===== config.mk =====
export PLATFORM = sky130hd
export DESIGN_NAME = rowbal_spmv
export DESIGN_NICKNAME = d
export VERILOG_FILES = /design/src/rtl/spmv_pkg.sv /design/src/rtl/rowbal_spmv_ctl.sv /design/src/rtl/rowbal_spmv_pe.sv /design/src/rtl/rowbal_spmv_dp.sv /design/src/rtl/rowbal_spmv.sv
export SDC_FILE = /design/constraint.sdc
export NUM_CORES = 1
export LEC_CHECK = 0
export BUFFER_PORTS_ARGS = -buffer_cell sky130_fd_sc_hd__buf_2
export CORE_ASPECT_RATIO = 0.9
export CORE_MARGIN = 4
export CORE_UTILIZATION = 45
export CTS_BUF_LIST = sky130_fd_sc_hd__clkbuf_16
export CTS_CLUSTER_SIZE = 40
export DETAILED_ROUTE_END_ITERATION = 6
export GPL_TIMING_DRIVEN = 0
export MAX_ROUTING_LAYER = met4
export PLACE_DENSITY = 0.72
export SYNTH_ARGS = -nofsm -noshare
export SYNTH_HDL_FRONTEND = slang
export SYNTH_SLANG_ARGS = --single-unit

===== constraint.sdc =====
create_clock -name clk -period 10.2 [get_ports clk]
set_input_delay 1.53 -clock clk [delete_from_list [all_inputs] [get_ports clk]]
set_output_delay 1.53 -clock clk [all_outputs]
set_load 0.05 [all_outputs]

===== src/rtl/spmv_pkg.sv =====
package spmv_pkg;

  // Strobes sent from the sequencer to the PE datapath each cycle.
  typedef struct packed {
    logic macEn;      // consume one entry this cycle
    logic firstSlot;  // entry starts a new row: restart accumulation
    logic lastSlot;   // entry ends the row: capture the result
  } macStrobes_t;

endpackage


===== src/rtl/rowbal_spmv_ctl.sv =====
module rowbal_spmv_ctl
  import spmv_pkg::*;
#(
  parameter int NNZ    = 3,
  parameter int GROUPS = 3,
  localparam int SLOTW = (NNZ > 1) ? $clog2(NNZ) : 1,
  localparam int GRPW  = (GROUPS > 1) ? $clog2(GROUPS) : 1
) (
  input  logic             clk,
  input  logic             rst_n,
  input  logic             start,
  output macStrobes_t      strb,
  output logic [SLOTW-1:0] fetchSlot,
  output logic [GRPW-1:0]  fetchGroup,
  output logic             busy,
  output logic             resValid,
  output logic [GRPW-1:0]  resGroup,
  output logic             done
);

  localparam logic [SLOTW-1:0] LAST_SLOT  = SLOTW'(NNZ - 1);
  localparam logic [GRPW-1:0]  LAST_GROUP = GRPW'(GROUPS - 1);

  logic [SLOTW-1:0] slotQ;
  logic [GRPW-1:0]  groupQ;
  logic             slotEnd;
  logic             groupEnd;

  assign slotEnd  = (slotQ == LAST_SLOT);
  assign groupEnd = (groupQ == LAST_GROUP);

  always_comb begin
    strb.macEn     = busy;
    strb.firstSlot = (slotQ == '0);
    strb.lastSlot  = slotEnd;
  end

  assign fetchSlot  = slotQ;
  assign fetchGroup = groupQ;

  always_ff @(posedge clk) begin
    if (!rst_n) begin
      busy     <= 1'b0;
      slotQ    <= '0;
      groupQ   <= '0;
      resValid <= 1'b0;
      resGroup <= '0;
    end else begin
      resValid <= 1'b0;
      if (!busy) begin
        if (start) begin
          busy   <= 1'b1;
          slotQ  <= '0;
          groupQ <= '0;
        end
      end else if (slotEnd) begin
        slotQ    <= '0;
        resValid <= 1'b1;
        resGroup <= groupQ;
        if (groupEnd) begin
          busy   <= 1'b0;
          groupQ <= '0;
        end else begin
          groupQ <= groupQ + 1'b1;
        end
      end else begin
        slotQ <= slotQ + 1'b1;
      end
    end
  end

  always_ff @(posedge clk) begin
    if (!rst_n) begin
      done <= 1'b0;
    end else if (!busy && start) begin
      done <= 1'b0;
    end else if (resValid && resGroup == LAST_GROUP) begin
      done <= 1'b1;
    end
  end

endmodule


===== src/rtl/rowbal_spmv_pe.sv =====
module rowbal_spmv_pe
  import spmv_pkg::*;
#(
  parameter int DATA_W = 8,
  parameter int ACC_W  = 24,
  parameter int OUT_W  = 16
) (
  input  logic                     clk,
  input  logic                     rst_n,
  input  macStrobes_t              strb,
  input  logic signed [DATA_W-1:0] weight,
  input  logic signed [DATA_W-1:0] operand,
  output logic signed [OUT_W-1:0]  result
);

  localparam int HEAD_W = ACC_W - OUT_W + 1;

  logic signed [ACC_W-1:0]    accQ;
  logic signed [2*DATA_W-1:0] prod;
  logic signed [ACC_W-1:0]    prodExt;
  logic signed [ACC_W-1:0]    sum;
  logic signed [OUT_W-1:0]    clamped;
  logic [HEAD_W-1:0]          head;

  assign prod    = weight * operand;
  assign prodExt = ACC_W'(prod);
  assign sum     = (strb.firstSlot ? '0 : accQ) + prodExt;
  assign head    = sum[ACC_W-1:OUT_W-1];

  always_comb begin
    if (head == '0 || head == '1) begin
      clamped = sum[OUT_W-1:0];
    end else if (sum[ACC_W-1]) begin
      clamped = {1'b1, {(OUT_W-1){1'b0}}};
    end else begin
      clamped = {1'b0, {(OUT_W-1){1'b1}}};
    end
  end

  always_ff @(posedge clk) begin
    if (!rst_n) begin
      accQ   <= '0;
      result <= '0;
    end else if (strb.macEn) begin
      accQ <= sum;
      if (strb.lastSlot) begin
        result <= clamped;
      end
    end
  end

endmodule


===== src/rtl/rowbal_spmv_dp.sv =====
module rowbal_spmv_dp
  import spmv_pkg::*;
#(
  parameter int PES     = 4,
  parameter int VEC_LEN = 16,
  parameter int DATA_W  = 8,
  parameter int ACC_W   = 24,
  parameter int OUT_W   = 16,
  localparam int IDXW   = (VEC_LEN > 1) ? $clog2(VEC_LEN) : 1
) (
  input  logic                    clk,
  input  logic                    rst_n,
  input  macStrobes_t             strb,
  input  logic                    vecWrEn,
  input  logic [IDXW-1:0]         vecWrAddr,
  input  logic [DATA_W-1:0]       vecWrData,
  input  logic [PES*DATA_W-1:0]   entWeight,
  input  logic [PES*IDXW-1:0]     entCol,
  output logic [PES*OUT_W-1:0]    resData
);

  logic [DATA_W-1:0] vecRegs [VEC_LEN];

  always_ff @(posedge clk) begin
    if (!rst_n) begin
      for (int i = 0; i < VEC_LEN; i++) vecRegs[i] <= '0;
    end else if (vecWrEn) begin
      vecRegs[vecWrAddr] <= vecWrData;
    end
  end

  for (genvar p = 0; p < PES; p++) begin : g_lane
    logic [IDXW-1:0]          colSel;
    logic signed [DATA_W-1:0] laneOperand;
    logic signed [DATA_W-1:0] laneWeight;
    logic signed [OUT_W-1:0]  laneResult;

    assign colSel      = entCol[p*IDXW +: IDXW];
    assign laneOperand = vecRegs[colSel];
    assign laneWeight  = entWeight[p*DATA_W +: DATA_W];

    rowbal_spmv_pe #(
      .DATA_W(DATA_W),
      .ACC_W (ACC_W),
      .OUT_W (OUT_W)
    ) u_pe (
      .clk    (clk),
      .rst_n  (rst_n),
      .strb   (strb),
      .weight (laneWeight),
      .operand(laneOperand),
      .result (laneResult)
    );

    assign resData[p*OUT_W +: OUT_W] = laneResult;
  end

endmodule


===== src/rtl/rowbal_spmv.sv =====
module rowbal_spmv
  import spmv_pkg::*;
#(
  parameter int PES      = 4,
  parameter int NNZ      = 3,
  parameter int VEC_LEN  = 16,
  parameter int NUM_ROWS = 12,
  parameter int DATA_W   = 8,
  parameter int ACC_W    = 24,
  parameter int OUT_W    = 16,
  localparam int GROUPS  = NUM_ROWS / PES,
  localparam int IDXW    = (VEC_LEN > 1) ? $clog2(VEC_LEN) : 1,
  localparam int SLOTW   = (NNZ > 1) ? $clog2(NNZ) : 1,
  localparam int GRPW    = (GROUPS > 1) ? $clog2(GROUPS) : 1
) (
  input  logic                  clk,
  input  logic                  rst_n,
  input  logic                  start,
  input  logic                  vecWrEn,
  input  logic [IDXW-1:0]       vecWrAddr,
  input  logic [DATA_W-1:0]     vecWrData,
  output logic [GRPW-1:0]       fetchGroup,
  output logic [SLOTW-1:0]      fetchSlot,
  input  logic [PES*DATA_W-1:0] entWeight,
  input  logic [PES*IDXW-1:0]   entCol,
  output logic                  resValid,
  output logic [GRPW-1:0]       resGroup,
  output logic [PES*OUT_W-1:0]  resData,
  output logic                  done
);

  macStrobes_t strb;
  logic        busy;

  rowbal_spmv_ctl #(
    .NNZ   (NNZ),
    .GROUPS(GROUPS)
  ) u_ctl (
    .clk       (clk),
    .rst_n     (rst_n),
    .start     (start),
    .strb      (strb),
    .fetchSlot (fetchSlot),
    .fetchGroup(fetchGroup),
    .busy      (busy),
    .resValid  (resValid),
    .resGroup  (resGroup),
    .done      (done)
  );

  rowbal_spmv_dp #(
    .PES    (PES),
    .VEC_LEN(VEC_LEN),
    .DATA_W (DATA_W),
    .ACC_W  (ACC_W),
    .OUT_W  (OUT_W)
  ) u_dp (
    .clk      (clk),
    .rst_n    (rst_n),
    .strb     (strb),
    .vecWrEn  (vecWrEn),
    .vecWrAddr(vecWrAddr),
    .vecWrData(vecWrData),
    .entWeight(entWeight),
    .entCol   (entCol),
    .resData  (resData)
  );

endmodule


==> run summary <==
status -> finished, violations left
failing checks -> DRC
number of flops mapped to enable cells by yosys -> 128
final WL -> 85700 um
peak fanout along the critical path -> 10
Chip Width -> 283.2 um
most frequent cells in the layout -> inv_1 (390), and2_1 (380), nor2_1 (242)
dominant cell type by area after synthesis -> fa_1
share of the synthesized area in the top cell type -> 14.62%
non-filler cells, final -> 4212
RD Place Congestion -> 0.9594
total gr overflow -> 0
Slew @ Worst Pin -> 1247 ps
Port Buffer Count -> 123
Area contributors post-synth -> fa_1 (15%), edfxtp_1 (13%), mux4_2 (11%)
GRT Max-Usage Layer -> met2
Num CTS Buffers -> 36
via count -> 24100
pre-CTS WS -> -2013 ps
CP Capture Type -> register
vias per cell -> 5.722
Area Overhead vs Synth -> 10.86%
First DRT Iteration DRCs -> 2045
final clock skew -> 18.28 ps
Crit path required time -> 10700 ps
antenna violations before repair -> 4
max-slew violations -> 0
Reg clk slew, reported paths -> 60 ps
Mapped Cells -> 3131
Pre-antenna DRT Iters -> 7
asr flop ratio synth -> 0%
Worst Path Arrival -> 10280 ps
crit start category -> input pin
die span in y -> 255.7 um
Core ar. -> 67230 um^2
Avg Inst Size Synth -> 9.795 um^2
Finish-stage setup viols -> 0
clock latency on the worst-skew pair -> 570 ps
commonest non-fill, non-tap cell in the layout -> inv_1
Clock Tree Root -> clkbuf_16
Achievable Freq -> 102.3 MHz
met2 usage -> 36.33%
Worst slew margin -> 16.00%
sequential area share after synthesis -> 23.56%
vias in the first global route -> 23610
met1 Use GR -> 32.87%
gr usage total -> 24.00%
GR Util met3 -> 6.064%
share of cells above drive strength 1 -> 14.36%
Mapped Nets -> 3619
Final Hold Viols -> 0
clock sink count -> 297
Post-route DRC -> 6
fin crit period -> 9776 ps
htree depth -> 2
Top Ports -> 136
Worst path most repeated cell -> a21oi_1
first-pass GRT wire length -> 134500 um
ANT nets after route -> 0
largest net degree at the start of global routing -> 16
DR WL/cell -> 20.35 um
worst setup margin -> 424.4 ps
cts hold-fix bufs -> 0
Layout Nets -> 3795
Ys Warns -> 0
row cnt -> 90
period utilisation layout -> 95.84%
Setup CP Type -> input pin to register
number of max-cap violations -> 0
post-synthesis cell area -> 30670 um^2
Primary FF master, synth -> dfxtp_1
Starting Density -> 45.62%
synth unique cells -> 98
CTS tree -> done
Critical-path top delay cell -> mux4_2
post-layout util -> 50.58%
Worst path max stage delay -> 650 ps
Placed Cells -> 4135
synthesized flop and latch total -> 297
worst hold path class -> register to register
Post-DP HPWL -> 66730 um
die area -> 72400 um^2
Clock Tree Buf Depth -> 3
-- critical path: cells and delay by family --
family	cells	cell delay, ps
adder cells (fa/ha/maj)	6	2620
AO/OA/AOI/OAI	12	2170
AND/OR/NAND/NOR	5	1220
buffers and inverters	7	1120
multiplexers	2	1090
XOR/XNOR	2	490
-- worst paths after layout --
kind	from	slack, ps	endpoint	cells after the start
max	entCol[1]	420	u_dp.g_lane[0].u_pe.result[10]	34
min	u_dp.g_lane[1].u_pe.result[14]	440	u_dp.g_lane[1].u_pe.result[14]	2
max reg2reg	u_dp.vecRegs[5][2]	1550	u_dp.g_lane[0].u_pe.result[10]	32
min reg2reg	u_dp.g_lane[1].u_pe.result[14]	440	u_dp.g_lane[1].u_pe.result[14]	2
-- cell type report --
type / count / area [um^2]
multi-input cells: 2323 / 21630
clock inverters: 30 / 322.8
repair buffers: 139 / 763.2
well taps: 874 / 1094
plain buffers: 115 / 565.5
inverters: 395 / 1488
flip-flops and latches: 297 / 7227
fillers: 6057 / 33230
clock buffers: 36 / 900.9
diodes: 3 / 7.507
-- per-stage QoR --
| stage | setup TNS (ps) | hold slack [ps] | area (um^2) |
|---|---|---|---|
| floorplan | 0 | 440.7 | 30670 |
| detailed placement | -136230 | 438.5 | 32470 |
| global placement | -127120 | 435.4 | 32380 |
| CTS | 0 | 446.8 | 33800 |
| finish | 0 | 443.2 | 34000 |
| global route | -12.29 | 480.7 | 34000 |
-- layer usage --
| layer | vias up | wire (um) |
|---|---|---|
| met1 | 11790 | 36900 |
| met2 | 1035 | 38480 |
| met4 | 0 | 1639 |
| met5 | - | 0 |
| met3 | 125 | 8676 |
| li1 | 11150 | - |
-- sequential cells by signal, summed over array words and instances (netlist names) --
name                     flops
u_ctl.resGroup               2
u_ctl.resValid               1
u_ctl.fetchGroup             2
u_ctl.fetchSlot              2
u_dp.vecRegs               128
u_dp.g_lane.u_pe.result     64
u_dp.g_lane.u_pe.accQ       96
u_ctl.done                   1
u_ctl.busy                   1
-- cells in the mapped netlist, drive strengths merged, types with 12 or more instances --
master,number
a211oi,29
a21o,47
a21oi,172
a31oi,15
and2,381
and3,12
buf,32
clkbuf,84
dfxtp,169
edfxtp,128
fa,224
ha,200
inv,393
mux2i,82
mux4,156
nand2,166
nand2b,21
nand3,32
nand4,15
nor2,243
nor2b,12
nor3,46
o211ai,16
o21a,18
o21ai,127
o21bai,37
or2,15
xnor2,105
xor2,34
-- cell families (layout without fill, tap and decap cells) --
logic type | after synthesis | after routing | synth area share [%]
buffers and inverters | 511 | 715 | 6.425
other | 0 | 3 | 0
multiplexers | 245 | 245 | 14.39
flip-flops | 297 | 297 | 23.56
adder cells (fa/ha/maj) | 424 | 424 | 22.78
AND/OR/NAND/NOR | 980 | 980 | 16.71
XOR/XNOR | 148 | 148 | 4.969
AO/OA/AOI/OAI | 526 | 526 | 11.17
-- timing repair --
item | CTS | global route
pin swaps | 0 | 6
buffers inserted | 0 | 9
hold endpoints to repair | 0 | 0
resized for setup | 44 | 58
endpoints found under the setup margin | 84 | 66
Power is not shown: default switching activity piles up to over one toggle a cycle in this logic, so the estimate is an artifact.
